--- src/rtl/irq_pkg.sv ---
package irq_pkg;
  localparam int N_SRC   = 16;
  localparam int N_LINES = 15;
  localparam int ADDR_W  = 3;
  localparam int DATA_W  = 16;

  typedef enum logic [ADDR_W-1:0] {
    ADR_ACK_LO  = 3'd0,
    ADR_MASK_LO = 3'd1,
    ADR_ACK_HI  = 3'd2,
    ADR_MASK_HI = 3'd3,
    ADR_VECTOR  = 3'd4,
    ADR_STATUS  = 3'd5
  } reg_addr_e;
endpackage

--- src/rtl/irq_lowest_find.sv ---
module irq_lowest_find #(
  parameter int W  = 16,
  parameter int IW = (W > 1) ? $clog2(W) : 1
) (
  input  logic [W-1:0]  vec,
  output logic          found,
  output logic [IW-1:0] idx
);
  // Scan from the top down so that the lowest set bit is the last one assigned.
  always_comb begin
    found = 1'b0;
    idx   = '0;
    for (int i = W - 1; i >= 0; i--) begin
      if (vec[i]) begin
        found = 1'b1;
        idx   = IW'(i);
      end
    end
  end

  always_comb begin
    if (found) a_found_bit_set: assert (vec[idx]);
    else       a_none_zero: assert (vec == '0);
  end
endmodule

--- src/rtl/irq_pending_bank.sv ---
module irq_pending_bank #(
  parameter int N = 16
) (
  input  logic         clk,
  input  logic         rst_n,
  input  logic [N-1:0] src_req,
  input  logic [N-1:0] clr,
  output logic [N-1:0] pending
);
  logic [N-1:0] src_q;
  logic [N-1:0] rise;

  for (genvar g = 0; g < N; g++) begin : g_bit
    assign rise[g] = src_req[g] & ~src_q[g];

    always_ff @(posedge clk) begin
      if (!rst_n) begin
        src_q[g]   <= 1'b0;
        pending[g] <= 1'b0;
      end else begin
        src_q[g]   <= src_req[g];
        // A new rising request takes precedence over a clear in the same cycle.
        pending[g] <= rise[g] | (pending[g] & ~clr[g]);
      end
    end

    p_rise_sets_r2: assert property (@(posedge clk) disable iff (!rst_n)
      rise[g] |=> pending[g]);
    p_clear_works_r5: assert property (@(posedge clk) disable iff (!rst_n)
      (clr[g] && !rise[g]) |=> !pending[g]);
    p_request_wins_r9: assert property (@(posedge clk) disable iff (!rst_n)
      (clr[g] && rise[g]) |=> pending[g]);
  end
endmodule

--- src/rtl/irq_mask_regs.sv ---
module irq_mask_regs #(
  parameter int N = 16,
  localparam int H = N / 2
) (
  input  logic         clk,
  input  logic         rst_n,
  input  logic         wr_lo,
  input  logic         wr_hi,
  input  logic [H-1:0] wdata,
  output logic [N-1:0] enable
);
  always_ff @(posedge clk) begin
    if (!rst_n) begin
      enable <= '1;
    end else begin
      if (wr_lo) enable[H-1:0] <= ~wdata;
      if (wr_hi) enable[N-1:H] <= ~wdata;
    end
  end

  p_mask_lo_r3: assert property (@(posedge clk) disable iff (!rst_n)
    (wr_lo && !wr_hi) |=> (enable[H-1:0] == ~$past(wdata)) &&
                          (enable[N-1:H] == $past(enable[N-1:H])));
  p_mask_hi_r3: assert property (@(posedge clk) disable iff (!rst_n)
    (wr_hi && !wr_lo) |=> (enable[N-1:H] == ~$past(wdata)) &&
                          (enable[H-1:0] == $past(enable[H-1:0])));
  p_mask_hold_r10: assert property (@(posedge clk) disable iff (!rst_n)
    (!wr_lo && !wr_hi) |=> $stable(enable));
endmodule

--- src/rtl/irq_collector.sv ---
module irq_collector
  import irq_pkg::*;
#(
  parameter int NS = N_SRC,
  parameter int NL = N_LINES,
  parameter int AW = ADDR_W,
  parameter int DW = DATA_W
) (
  input  logic          clk,
  input  logic          rst_n,
  input  logic [NS-1:0] src_req,
  input  logic [NL-1:0] line_bus,
  input  logic          reg_wr,
  input  logic [AW-1:0] reg_addr,
  input  logic [7:0]    reg_wdata,
  output logic [DW-1:0] reg_rdata,
  output logic          irq_out
);
  localparam int H   = NS / 2;
  localparam int SIW = $clog2(NS);
  localparam int LIW = $clog2(NL);

  logic [NS-1:0]  pending, enable, active, clr;
  logic           wr_ack_lo, wr_ack_hi, wr_mask_lo, wr_mask_hi;
  logic           vec_found, line_found;
  logic [SIW-1:0] vec_idx;
  logic [LIW-1:0] line_idx;
  logic [DW-1:0]  status_val;

  assign wr_ack_lo  = reg_wr && (reg_addr == ADR_ACK_LO);
  assign wr_ack_hi  = reg_wr && (reg_addr == ADR_ACK_HI);
  assign wr_mask_lo = reg_wr && (reg_addr == ADR_MASK_LO);
  assign wr_mask_hi = reg_wr && (reg_addr == ADR_MASK_HI);
  assign clr        = {{H{wr_ack_hi}}, {H{wr_ack_lo}}};

  irq_pending_bank #(.N(NS)) u_pend (
    .clk(clk), .rst_n(rst_n), .src_req(src_req), .clr(clr), .pending(pending)
  );

  irq_mask_regs #(.N(NS)) u_mask (
    .clk(clk), .rst_n(rst_n), .wr_lo(wr_mask_lo), .wr_hi(wr_mask_hi),
    .wdata(reg_wdata[H-1:0]), .enable(enable)
  );

  assign active = pending & enable;

  irq_lowest_find #(.W(NS), .IW(SIW)) u_vec (
    .vec(active), .found(vec_found), .idx(vec_idx)
  );

  irq_lowest_find #(.W(NL), .IW(LIW)) u_line (
    .vec(line_bus), .found(line_found), .idx(line_idx)
  );

  assign status_val = line_found ? ((DW'(line_idx) + DW'(1)) << 2) : '0;
  assign irq_out    = vec_found;

  always_comb begin
    unique case (reg_addr)
      ADR_MASK_LO, ADR_MASK_HI: reg_rdata = DW'(enable);
      ADR_VECTOR:               reg_rdata = DW'(vec_idx);
      ADR_STATUS:               reg_rdata = status_val;
      default:                  reg_rdata = '0;
    endcase
  end

  p_vector_idle_r6: assert property (@(posedge clk) disable iff (!rst_n)
    ((reg_addr == ADR_VECTOR) && !irq_out) |-> (reg_rdata == '0));
  p_status_none_r7: assert property (@(posedge clk) disable iff (!rst_n)
    ((reg_addr == ADR_STATUS) && (line_bus == '0)) |-> (reg_rdata == '0));
  p_status_line0_r7: assert property (@(posedge clk) disable iff (!rst_n)
    ((reg_addr == ADR_STATUS) && line_bus[0]) |-> (reg_rdata == DW'(4)));
  p_irq_follows_r8: assert property (@(posedge clk) disable iff (!rst_n)
    ((src_req[0] && !$past(src_req[0]) && enable[0]) && !wr_mask_lo) |=> irq_out);
  p_unmapped_zero_r10: assert property (@(posedge clk) disable iff (!rst_n)
    (reg_addr > AW'(ADR_STATUS)) |-> (reg_rdata == '0));
endmodule

--- config.mk ---
export PLATFORM = sky130hd
export DESIGN_NAME = irq_collector
export DESIGN_NICKNAME = d
export VERILOG_FILES = /design/src/rtl/irq_pkg.sv /design/src/rtl/irq_lowest_find.sv /design/src/rtl/irq_pending_bank.sv /design/src/rtl/irq_mask_regs.sv /design/src/rtl/irq_collector.sv
export SDC_FILE = /design/constraint.sdc
export NUM_CORES = 1
export LEC_CHECK = 0
export ABC_CLOCK_PERIOD_IN_PS = 4100
export CAP_MARGIN = 10
export CORE_MARGIN = 3
export CORE_UTILIZATION = 53
export DETAILED_ROUTE_END_ITERATION = 12
export GPL_TIMING_DRIVEN = 1
export PLACE_DENSITY = 0.95
export SLEW_MARGIN = 0
export SYNTH_ARGS = -nofsm -noshare
export SYNTH_HDL_FRONTEND = slang
export SYNTH_HIERARCHICAL = 1
export SYNTH_SLANG_ARGS = --single-unit
--- constraint.sdc ---
create_clock -name clk -period 4.1 [get_ports clk]
set_clock_uncertainty 0.15 [all_clocks]
set_input_delay 0.82 -clock clk [delete_from_list [all_inputs] [get_ports clk]]
set_output_delay 0.82 -clock clk [all_outputs]
set_load 0.03 [all_outputs]
After elaboration in Yosys (flattened, before gate mapping)
Cells that the tools add are included.
{"block": "classes", "n_addsub": 1, "n_eq_ne": 5, "mux": 64, "n_bitwise": 68, "n_reduce_logical": 6}
{"cell": "two-way mux 4 bit", "n": 31}
{"cell": "case mux 16 bit (3 select lines)", "n": 1}
{"cell": "AND 1 bit", "n": 32}
{"cell": "two-way mux 1 bit", "n": 31}
{"cell": "NOT 1 bit", "n": 18}
{"cell": "AND 16 bit", "n": 1}
{"cell": "bitwise OR 1 bit", "n": 16}
{"cell": "NOT 8 bit", "n": 1}
{"cell": "two-way mux 7 bit", "n": 1}
{"cell": "== test 3 x 2 -> 1 bit (second input constant)", "n": 2}
{"cell": "== test 3 bit (second input constant)", "n": 2}
{"cell": "adder 4 x 1 -> 5 bit (second input constant)", "n": 1}
{"cell": "logical AND 1 bit", "n": 4}
{"cell": "== test 3 x 1 -> 1 bit (second input constant)", "n": 1}
{"cell": "logical NOT 3 bit", "n": 1}
{"cell": "OR reduction 2 bit", "n": 1}
{"block": "word_totals", "reg_bits": 48, "input_bits": 45, "out_inout_bits": 17, "elab_cells": 178}

Logic depth before layout (Yosys ltp)
{"block": "logic_depth", "word_depth": 18, "depth_mapped": 7}

Modules after synthesis
The synthesis kept the hierarchy.
{"mod": "irq_pending_bank", "instances": 1, "cells_per_inst": 99, "area_per_inst_um2": 1081.0}
{"mod": "irq_mask_regs", "instances": 1, "cells_per_inst": 67, "area_per_inst_um2": 653.1}
{"mod": "irq_collector", "instances": 1, "cells_per_inst": 51, "area_per_inst_um2": 359.1}
{"mod": "irq_lowest_find at u_vec", "instances": 1, "cells_per_inst": 33, "area_per_inst_um2": 178.9}
{"mod": "irq_lowest_find at u_line", "instances": 1, "cells_per_inst": 27, "area_per_inst_um2": 160.2}

Worst setup path before layout
OpenSTA, ideal clock, no wires.
{"block": "synth_timing", "kind": "input to output", "from": "input line_bus[10]", "to": "output reg_rdata[3]", "arrival_time_ns": 2.543, "t_required_ns": 3.130, "slack_ns": 0.587, "stages": 6, "path_cell_list": "or4_1 a21oi_1 o32ai_1 ha_1 inv_1 o21ai_0"}
{"block": "synth_via", "elab_chain_len": 14}
{"item": "start: declaration", "line": "irq_collector.sv:12", "rtl": "input logic [NL-1:0] line_bus,"}
{"item": "two-way mux 4 bit (11 in a row)", "line": "irq_lowest_find.sv:14", "rtl": "if (vec[i]) begin"}
{"item": "net line_idx[1]", "line": "irq_collector.sv:27", "rtl": "logic [LIW-1:0] line_idx;"}
{"item": "adder 4 x 1 -> 5 bit", "line": "irq_collector.sv:55", "rtl": "assign status_val = line_found ? ((DW'(line_idx) + DW'(1)) << 2) : '0;"}
{"item": "two-way mux 7 bit", "line": "irq_collector.sv:55"}
{"item": "case mux 16 bit (3 select lines)", "line": "irq_collector.sv:59", "rtl": "unique case (reg_addr)"}
{"item": "end: declaration", "line": "irq_collector.sv:16", "rtl": "output logic [DW-1:0] reg_rdata,"}
The timed path passes the listed nets, and every way through them passes these cells.

Final worst setup path
{"block": "layout_timing", "from": "input line_bus[10]", "to": "output reg_rdata[2]"}
{"item": "two-way mux 1 bit (11 in a row)", "line": "irq_lowest_find.sv:14"}
{"item": "net line_found", "line": "irq_collector.sv:25", "rtl": "logic vec_found, line_found;"}
{"item": "two-way mux 7 bit", "line": "irq_collector.sv:55"}
{"item": "case mux 16 bit (3 select lines)", "line": "irq_collector.sv:59"}
The timed path passes the listed nets, and every way through them passes these cells.

==> out/results.ini <==
[sta]
setup_viol=0
fmax_mhz=258
slew_viol_final=0
finalCritPeriodShare_pct=94.4
rsz0062_at_grt=no
tightest_slew_ps=966
setup_slack_ps=231
tns_ps=0
hold_viol=0
period_needed_ps=3870
slew_headroom_pct=34.7

[floorplan]
initial_core_util_pct=55.5
std_cell_rows=24
die_area_um2=5440
die_x_um=73.7
pin_count=62
core_um2=4380
die_y_um=73.7

[cells_and_area]
stdcell_count=394
final_core_util_pct=72.1
multi_input_area_um2=1390
syn_to_final_growth_pct=29.9
regArea_um2=961
drive_above_1_share_pct=13.7
final_nets=387
n_fill_cell=347
antenna_cells=0

[clocking]
cts_inserted_buffers=5
cts_hold_buf=0
path_clk_slew_ps=80
clock_latency_ps=290
cts-htree-levels=2
clock_path_buffers=2
post-cts-setup-buffer-count=0
cts_sinks=48
cts_tree=built
ctsResizeCount=0
clockRootBuffer=clkbuf_8

[grt]
gr-total-overflow=0
grt_first_pass_wirelength_mm=9.17
met3_usage_pct=4.65
antenna_found_initial=0
grt_max_degree=34
grt.busiest_layer=met2
grt_pass1_vias=2051
grtUsageMet1_pct=28.5
grt.total_usage_pct=21.7
use_met2_pct=35.9

[power_and_ir_drop]
cellLeakagePower_nw=1.27
vdd_drop_max_v=0.000244
power_mw=1.01
p_per_area_nw_per_um2=320

[routing]
drc=0
dr.first_iter.drc_count=121
vias=2163
wl_per_cell_um=14.5
finalWirelength_mm=5.72
viasPerCell=5.49
ant_nets=0
dr.pass1.iters=4

[placed_design]
hpwl_mm=4.21
port_buffers=61
placed_cells=386
globalplace.congestion=0.863
pre_cts_ws_ps=48.7

[synthesis]
ys_warn_count=6
yosys-top-cells-area=dfxtp_1 (40%), and2_1 (11%), nand2b_1 (8.7%)
syn-num-nets=323
ys_seq_elements=48
synthCells=277
syn_area_per_cell_um2=8.78
ys_types=46
synth_top_area_share_pct=39.5
yosys.area.top_type=dfxtp_1
syn-cell-area_um2=2430
yosysSeqAreaShare_pct=39.5

[job]
maxCapViolCount=0

[critical_path]
cp.arrival_ps=2900
required_ps=3130
path_max_fanout=5
critPathLaunchType=input port
end_kind=primary output
path_class=input port to primary output

[run_status]
status=finished, final reports clean

[hold_path]
hold_path_class=flip-flop to flip-flop

==> report_power, final <==
| part | total [mW] | leakage (nW) | switching, mW | internal, mW |
|---|---|---|---|---|
| Sequential | 0.500 | 0.397 | 0.0102 | 0.490 |
| Combinational | 0.214 | 0.821 | 0.105 | 0.110 |
| Clock | 0.296 | 0.0516 | 0.158 | 0.138 |
| Total | 1.01 | 1.27 | 0.273 | 0.738 |
==> cells by family (layout without fill, tap and decap cells) <==
| group | Yosys count | after routing | share of synthesized area (%) |
|---|---|---|---|
| AOI/OAI and AO/OA | 58 | 58 | 16.9 |
| adders and majority gates | 1 | 1 | 0.514 |
| DFF | 48 | 48 | 39.5 |
| and+or+nand+nor | 156 | 156 | 39.1 |
| buffers and inverters | 12 | 77 | 3.29 |
| xor gates and xnor gates | 2 | 2 | 0.720 |
==> cell usage after synthesis, drive strengths merged <==
cell type	instances
a22o	2
nor3	2
nand2b	34
nor3b	2
dfxtp	48
nor2	29
nor2b	3
ha	1
clkbuf	1
o31ai	3
a21boi	17
o32ai	1
and4b	1
nand3	4
o22ai	1
and3b	1
buf	6
a311oi	1
a22oi	2
a221oi	1
nand4b	1
o311a	1
xnor2	1
nor4	7
and2	57
and4bb	2
a31oi	1
or4	1
xor2	1
nand2	9
a21oi	5
nand4	1
o21ai	23
inv	5
and3	1
nor4b	1
==> state kept, by name, summed over array words and instances, names as in the netlist <==
register,cells
u_pend/src_q,16
u_mask/enable,16
u_pend/pending,16
==> stage by stage <==
| stage | instance area, µm² | hold WS [ps] |
|---|---|---|
| final | 3160 | 317 |
| after floorplan | 2430 | 290 |
| after global routing | 3160 | 341 |
| after CTS | 3160 | 321 |
| after global placement | 3060 | 302 |
| after detailed placement | 3060 | 306 |
==> worst paths after layout <==
| kind | startpoint | to | slack [ps] | cells after the start |
|---|---|---|---|---|
| min | u_pend/pending[8] | u_pend/pending[8] | 320 | 2 |
| max | line_bus[10] | reg_rdata[2] | 230 | 7 |
| min reg2reg | u_pend/pending[8] | u_pend/pending[8] | 320 | 2 |
| max reg2reg | u_pend/src_q[15] | u_pend/pending[15] | 3280 | 2 |
==> layout by cell type (no fill, tap or decap), types with 4 or more instances in the layout <==
| cell | instances |
|---|---|
| and2_4 | 4 |
| nand2_1 | 9 |
| o21ai_2 | 10 |
| and2_1 | 41 |
| buf_4 | 6 |
| clkbuf_8 | 6 |
| a21oi_1 | 5 |
| nor4_1 | 5 |
| a21boi_1 | 14 |
| clkdlybuf4s50_1 | 57 |
| nor2_1 | 29 |
| inv_1 | 5 |
| dfxtp_1 | 48 |
| nand2b_1 | 34 |
| and2_2 | 12 |
| o21ai_1 | 10 |
| nand3_1 | 4 |
==> cell type report <==
class,instances,share of cell area (%)
multi-input cells,217,44.0
flip-flops and latches,48,30.4
repair buffers,64,19.9
clock buffers,6,2.61
well taps,52,2.06
inverters,5,0.594
clock inverters,2,0.435
==> per-layer routing <==
metal  wire length, µm  part of all wire, %
met4                27                 0.47
met5                 0                    0
met3               403                  7.1
met2              2730                   48
met1              2560                   45
==> worst max-delay path, cell delays in order <==
cell	delay [ps]
clkdlybuf4s50_1	440
nor4_1	380
and3b_1	240
nand3_1	100
nand4b_1	220
o21ai_1	100
clkdlybuf4s50_1	610
Power figures use the tool's default switching activity.
